--- config.mk ---
export PLATFORM = sky130hd
export DESIGN_NAME = sync_preset_counter
export DESIGN_NICKNAME = d
export VERILOG_FILES = /design/src/rtl/preset_counter_pkg.sv /design/src/rtl/cnt_op_decode.sv /design/src/rtl/cnt_next_state.sv /design/src/rtl/cnt_state_reg.sv /design/src/rtl/cnt_carry_gen.sv /design/src/rtl/sync_preset_counter.sv
export SDC_FILE = /design/constraint.sdc
export NUM_CORES = 1
export LEC_CHECK = 0
export BUFFER_PORTS_ARGS = -buffer_cell sky130_fd_sc_hd__buf_4
export CORE_AREA = 2 2 39 41
export CTS_BUF_LIST = sky130_fd_sc_hd__clkbuf_8
export CTS_CLUSTER_SIZE = 40
export DETAILED_ROUTE_END_ITERATION = 10
export DIE_AREA = 0 0 41 43
export GPL_TIMING_DRIVEN = 1
export PLACE_DENSITY_LB_ADDON = 0.1
export SYNTH_ARGS = -nofsm -noshare
export SYNTH_HDL_FRONTEND = slang
export SYNTH_HIERARCHICAL = 1
export SYNTH_SLANG_ARGS = --single-unit
--- constraint.sdc ---
create_clock -name clk -period 3.1 [get_ports clk]
set_clock_uncertainty 0.1 [all_clocks]
set_input_delay 0.155 -clock clk [delete_from_list [all_inputs] [get_ports clk]]
set_output_delay 0.155 -clock clk [all_outputs]
set_load 0.03 [all_outputs]
--- src/rtl/preset_counter_pkg.sv ---
package preset_counter_pkg;

  // Action the counter takes at the next rising edge
  typedef enum logic [1:0] {
    OP_HOLD = 2'b00,
    OP_LOAD = 2'b01,
    OP_INCR = 2'b10
  } cnt_op_e;

endpackage

--- src/rtl/cnt_op_decode.sv ---
module cnt_op_decode
  import preset_counter_pkg::*;
(
  input  logic    load_n,
  input  logic    gate_en,
  input  logic    chain_en,
  output cnt_op_e op
);

  // Load beats counting; counting needs both enables
  always_comb begin
    op = OP_HOLD;
    if (!load_n) begin
      op = OP_LOAD;
    end else if (gate_en && chain_en) begin
      op = OP_INCR;
    end
  end

endmodule

--- src/rtl/cnt_next_state.sv ---
module cnt_next_state
  import preset_counter_pkg::*;
#(
  parameter int WIDTH = 4
) (
  input  cnt_op_e          op,
  input  logic [WIDTH-1:0] cur_cnt,
  input  logic [WIDTH-1:0] preset_val,
  output logic [WIDTH-1:0] nxt_cnt,
  output logic             upd_en
);

  logic [WIDTH-1:0] toggle;
  logic [WIDTH-1:0] incr_val;

  // Bit i toggles when every lower bit is one
  assign toggle[0] = 1'b1;
  generate
    for (genvar i = 1; i < WIDTH; i++) begin : g_toggle
      assign toggle[i] = toggle[i-1] & cur_cnt[i-1];
    end
  endgenerate

  assign incr_val = cur_cnt ^ toggle;

  always_comb begin
    nxt_cnt = cur_cnt;
    upd_en  = 1'b0;
    unique case (op)
      OP_LOAD: begin
        nxt_cnt = preset_val;
        upd_en  = 1'b1;
      end
      OP_INCR: begin
        nxt_cnt = incr_val;
        upd_en  = 1'b1;
      end
      default: begin
        nxt_cnt = cur_cnt;
        upd_en  = 1'b0;
      end
    endcase
  end

endmodule

--- src/rtl/cnt_state_reg.sv ---
module cnt_state_reg #(
  parameter int WIDTH = 4
) (
  input  logic             clk,
  input  logic             clr_n,
  input  logic             upd_en,
  input  logic [WIDTH-1:0] nxt_cnt,
  output logic [WIDTH-1:0] cnt_q
);

  always_ff @(posedge clk or negedge clr_n) begin
    if (!clr_n) begin
      cnt_q <= '0;
    end else if (upd_en) begin
      cnt_q <= nxt_cnt;
    end
  end

endmodule

--- src/rtl/cnt_carry_gen.sv ---
module cnt_carry_gen #(
  parameter int WIDTH = 4
) (
  input  logic [WIDTH-1:0] cnt,
  input  logic             chain_en,
  output logic             carry
);

  logic [WIDTH-1:0] ones;

  assign ones[0] = cnt[0];
  generate
    for (genvar i = 1; i < WIDTH; i++) begin : g_ones
      assign ones[i] = ones[i-1] & cnt[i];
    end
  endgenerate

  assign carry = ones[WIDTH-1] & chain_en;

endmodule

--- src/rtl/sync_preset_counter.sv ---
module sync_preset_counter
  import preset_counter_pkg::*;
#(
  parameter int WIDTH = 4
) (
  input  logic             clk,
  input  logic             clr_n,
  input  logic             load_n,
  input  logic             gate_en,
  input  logic             chain_en,
  input  logic [WIDTH-1:0] preset_val,
  output logic [WIDTH-1:0] count_q,
  output logic             carry_out
);

  cnt_op_e          op;
  logic [WIDTH-1:0] nxt_cnt;
  logic             upd_en;

  cnt_op_decode u_decode (
    .load_n   (load_n),
    .gate_en  (gate_en),
    .chain_en (chain_en),
    .op       (op)
  );

  cnt_next_state #(.WIDTH(WIDTH)) u_next (
    .op         (op),
    .cur_cnt    (count_q),
    .preset_val (preset_val),
    .nxt_cnt    (nxt_cnt),
    .upd_en     (upd_en)
  );

  cnt_state_reg #(.WIDTH(WIDTH)) u_reg (
    .clk     (clk),
    .clr_n   (clr_n),
    .upd_en  (upd_en),
    .nxt_cnt (nxt_cnt),
    .cnt_q   (count_q)
  );

  cnt_carry_gen #(.WIDTH(WIDTH)) u_carry (
    .cnt      (count_q),
    .chain_en (chain_en),
    .carry    (carry_out)
  );

endmodule

# == Word level (Yosys, flattened, before mapping) ==
# Index checks and enable logic that the tools add are counted.
# word_totals
ff_bits,4
input_bits,9
output_inout_bits,5
word_cells,16
# classes
n_eq_ne,2
muxes,4
bitwise,5
reduce_logical,4
# ops
cell,count
$pmux 4 s2,1
$and 1x1->1,4
$mux 2,2
$xor 4x4->4,1
$eq 2x1->1 const B,1
$eq 2x2->1 const B,1
$reduce_and 2->1,1
$reduce_bool 2->1,1
$reduce_or 2->1,1
$logic_and 1x1->1,1
$mux 1,1

# == Depth between registers and ports, before layout ==
# depth
depth_word,7
depth_mapped,7
ltp_nobuf,6

# == By module ==
# Netlist, hierarchy kept.
# by_module_without_submodules
mod,instances,cells_each,area_each_um2
cnt_next_state,1,22,150.1
cnt_state_reg,1,8,145.1
cnt_carry_gen,1,3,12.5
cnt_op_decode,1,2,10.0

# == Worst setup path before layout ==
# OpenSTA, ideal clock, no wires.
# synth_timing
path_kind,reg2reg
startpoint,register u_reg.cnt_q[0]
endpoint,register u_reg.cnt_q[2]
arrival_time_ns,1.479
t_required_ns,2.875
path_slack_ns,1.397
path_stages_with_launch,6
path_buffers,0
cell_sequence,dfrtp_1 ha_1 ha_1 a22oi_1 o21ai_1 mux2_2
# synth_between
elab_chain_cells,3
# synth_lines
item,line,text
"start, declared",cnt_state_reg.sv:8,output logic [WIDTH-1:0] cnt_q
"start signal, assigned",cnt_state_reg.sv:15,cnt_q <= nxt_cnt;
$and 1x1->1,cnt_next_state.sv:20,assign toggle[i] = toggle[i-1] & cur_cnt[i-1];
$xor 4x4->4,cnt_next_state.sv:24,assign incr_val = cur_cnt ^ toggle;
$pmux 4 s2,cnt_next_state.sv:29,unique case (op)
via nxt_cnt[2],sync_preset_counter.sv:17,logic [WIDTH-1:0] nxt_cnt;
# The timed path passes the listed nets, and every way through them passes these cells.
# A chain may end at the register's enable or synchronous reset.

# == Worst setup path after layout ==
# Same ends and word-level chain as after synthesis.

==> flow_summary.json <==
{
  "num_rows": 14,
  "htree_levels": 1,
  "crit_path_max_incr_delay_ns": 0.41,
  "yosys.area_share.simple_pct": 8.27,
  "p_sw_share_pct": 32.6,
  "p_leak_uw": 0.000246,
  "wl_per_cell_um": 10.8,
  "yosysWarnings": 6,
  "worstSetupPathType": "flop to flop",
  "fin_setup_tns_ns": 0,
  "start_util_pct": 23.0,
  "intPower_uw": 194,
  "cp.depth": 5,
  "power_density_mw_per_mm2": 597,
  "clk_latency_ns": 0.21,
  "pwr-share-comb_pct": 35.6,
  "synth.distinct_cells": 16,
  "finalCritPeriodShare_pct": 52.7,
  "min_period_ns": 1.63,
  "fp.dieW_um": 41,
  "post-cts-setup-buffers": 0,
  "cts_hold_buf": 1,
  "dr.pass1.iters": 2,
  "switchingPower_uw": 93.7,
  "ir_drop_mv": 0.255,
  "final_cells": 67,
  "drtAntennaViolNets": 0,
  "synth_compound_area_share_pct": 20.5,
  "synth_xor_area_share_pct": 0,
  "seqPwrFrac_pct": 27.8,
  "finalSetupViolations": 0,
  "drv_cap": 0,
  "synth_seq_area_share_pct": 31.5,
  "wirelength_um": 722,
  "cp_max_fo": 5,
  "slew_viol_final": 0,
  "tightest_slew_ns": 0.267,
  "hp-class": "primary input to async pin",
  "path_clk_slew_ns": 0.03,
  "fin_hold_ws_ns": 0.167,
  "crit_path_cell_trace": "ha_1 > ha_1 > a22oi_1 > o21ai_1 > mux2_2",
  "regMostFlops": "u_reg/cnt_q",
  "synthCells": 35,
  "cts_buffers": 3,
  "dp.final_hpwl_um": 604,
  "status": "finished clean",
  "route.detailed.drc": 0,
  "pwr-share-clk_pct": 36.6,
  "synth_fa_ha_area_share_pct": 15.7,
  "syn_area_per_cell_um2": 9.08,
  "r2r_cells": 5,
  "grt_pass1_vias": 299,
  "fill_cells": 161,
  "reg_top3": "u_reg/cnt_q x4",
  "crit_top_cell": "ha_1",
  "yosysTopAreaCell": "dfrtp_1",
  "required_ns": 3.09,
  "synth_top_family_by_area": "compound AO/OA/AOI/OAI gates",
  "slew-limit-headroom_pct": 82.2,
  "rsz0062_at_grt": "no",
  "vias": 306,
  "critPathLaunch": "u_reg/cnt_q[0]$_DFFE_PN0P_",
  "core_mm2": 0.00138,
  "area_delta_synth_final_pct": 51.6,
  "ys_seq_elements": 4,
  "timing.fmax_ghz": 0.612,
  "die_y_um": 43,
  "ys_top_cells_by_area": "dfrtp_1 31%, ha_1 16%, mux2_2 14%",
  "die-area_mm2": 0.00176,
  "antenna_found_initial": 0,
  "muxShareOfSynthArea_pct": 14.2,
  "cts_tree": "built",
  "drive_above_1_share_pct": 41.2,
  "cts-root-buf": "clkbuf_8",
  "grt_usage_pct": 8.97,
  "io_buffers": 13,
  "cts_resized": 0,
  "grt_max_degree": 10,
  "start_kind": "flop",
  "critPathTopFamily": "adder cells",
  "endpoint_kind": "flop",
  "dp_cells": 63,
  "syn_area_um2": 318,
  "cts.sinks": 4,
  "cts_buffer_depth": 2,
  "gp_congestion": 0.688,
  "final_nets": 66,
  "via_per_inst": 4.57,
  "synth_top_area_share_pct": 31.5,
  "grt_overflow": 0,
  "cpMaxStageDelayCell": "dfrtp_1",
  "path_buf_inv": 0,
  "syn_nets": 48,
  "grt_pass1_wl_mm": 1.08,
  "ioPinCount": 14,
  "largest_reg_flops": 4,
  "diodes": 0,
  "drtIter0Drc": 4,
  "hold_viol": 0,
  "arrival_ns": 1.62,
  "r2r-start": "u_reg/cnt_q[0]$_DFFE_PN0P_"
}
[power by group through the flow]
stage | Sequential, uW | Combinational [uW] | Clock (uW)
after global placement | 80.5 | 101 | 0
after global routing | 83.1 | 110 | 113
after floorplan | 103 | 40.5 | 0
after detailed placement | 81.3 | 103 | 0
final | 79.9 | 102 | 105
after CTS | 80.7 | 104 | 109
[routing by layer]
| metal | GRT usage [%] | share of wire (%) | vias up |
|---|---|---|---|
| met5 | 0 | 0 | - |
| met4 | 6.00 | 0 | 0 |
| met3 | 1.57 | 5.7 | 0 |
| met2 | 14.4 | 56 | 6 |
| met1 | 10.1 | 38 | 146 |
| li1 | - | - | 154 |
[cell type report]
class / instances / area (um2) / area share (%)
inverters: 7 / 26.3 / 5.45
well taps: 16 / 20.0 / 4.16
clock buffers: 3 / 41.3 / 8.57
multi-input cells: 23 / 186 / 38.7
flip-flops and latches: 4 / 100 / 20.8
repair buffers: 14 / 108 / 22.3
[placed cells by master, fill, tap and decap left out]
| master | n |
|---|---|
| buf_4 | 13 |
| inv_1 | 7 |
| ha_1 | 4 |
| mux2_2 | 4 |
| dfrtp_1 | 4 |
| clkbuf_8 | 3 |
| nand2_1 | 3 |
| a21oi_1 | 2 |
| a22oi_1 | 2 |
| dlygate4sd3_1 | 1 |
| nand3_1 | 1 |
| nor2_1 | 1 |
| and3_1 | 1 |
| a32oi_1 | 1 |
| o22ai_1 | 1 |
| o21ai_1 | 1 |
| o21ai_0 | 1 |
| a221oi_2 | 1 |
[kinds of logic (layout without fill, tap and decap cells)]
group,Yosys count,count (layout)
compound gates,9,9
buf+inv,8,24
simple gates,6,6
fa+ha+maj,4,4
mux,4,4
flops,4,4
[Yosys cell counts]
library cell and count:
mux2_2 4, o21ai_1 1, nand2_1 3, ha_1 4, buf_2 1, o22ai_1 1
inv_1 7, a21oi_1 2, o21ai_0 1, nor2_1 1, a32oi_1 1, and3_1 1
nand3_1 1, a22oi_1 2, a221oi_2 1, dfrtp_1 4
[metrics by stage]
step / utilization, % / cell area [um2] / power (uW) / worst slack, ns
after floorplan: - / 318 / 143 / 1.40
after global placement: 31.1 / 430 / 181 / 1.49
after detailed placement: 31.1 / 430 / 184 / 1.47
after CTS: 34.8 / 482 / 294 / 1.44
after global routing: 34.8 / 482 / 306 / 1.39
final: 34.8 / 482 / 288 / 1.47
[path summary, 6_finish.rpt]
check / end / slack, ns
max in group asynchronous: u_reg/cnt_q[1]$_DFFE_PN0P_ / 2.63
min in group clk: u_reg/cnt_q[0]$_DFFE_PN0P_ / 0.27
hold reg to reg: u_reg/cnt_q[3]$_DFFE_PN0P_ / 0.48
setup reg to reg: u_reg/cnt_q[2]$_DFFE_PN0P_ / 1.47
setup / recovery: u_reg/cnt_q[2]$_DFFE_PN0P_ / 1.47
hold / removal: u_reg/cnt_q[3]$_DFFE_PN0P_ / 0.17
Note: power is estimated with default switching activity, not from simulation.
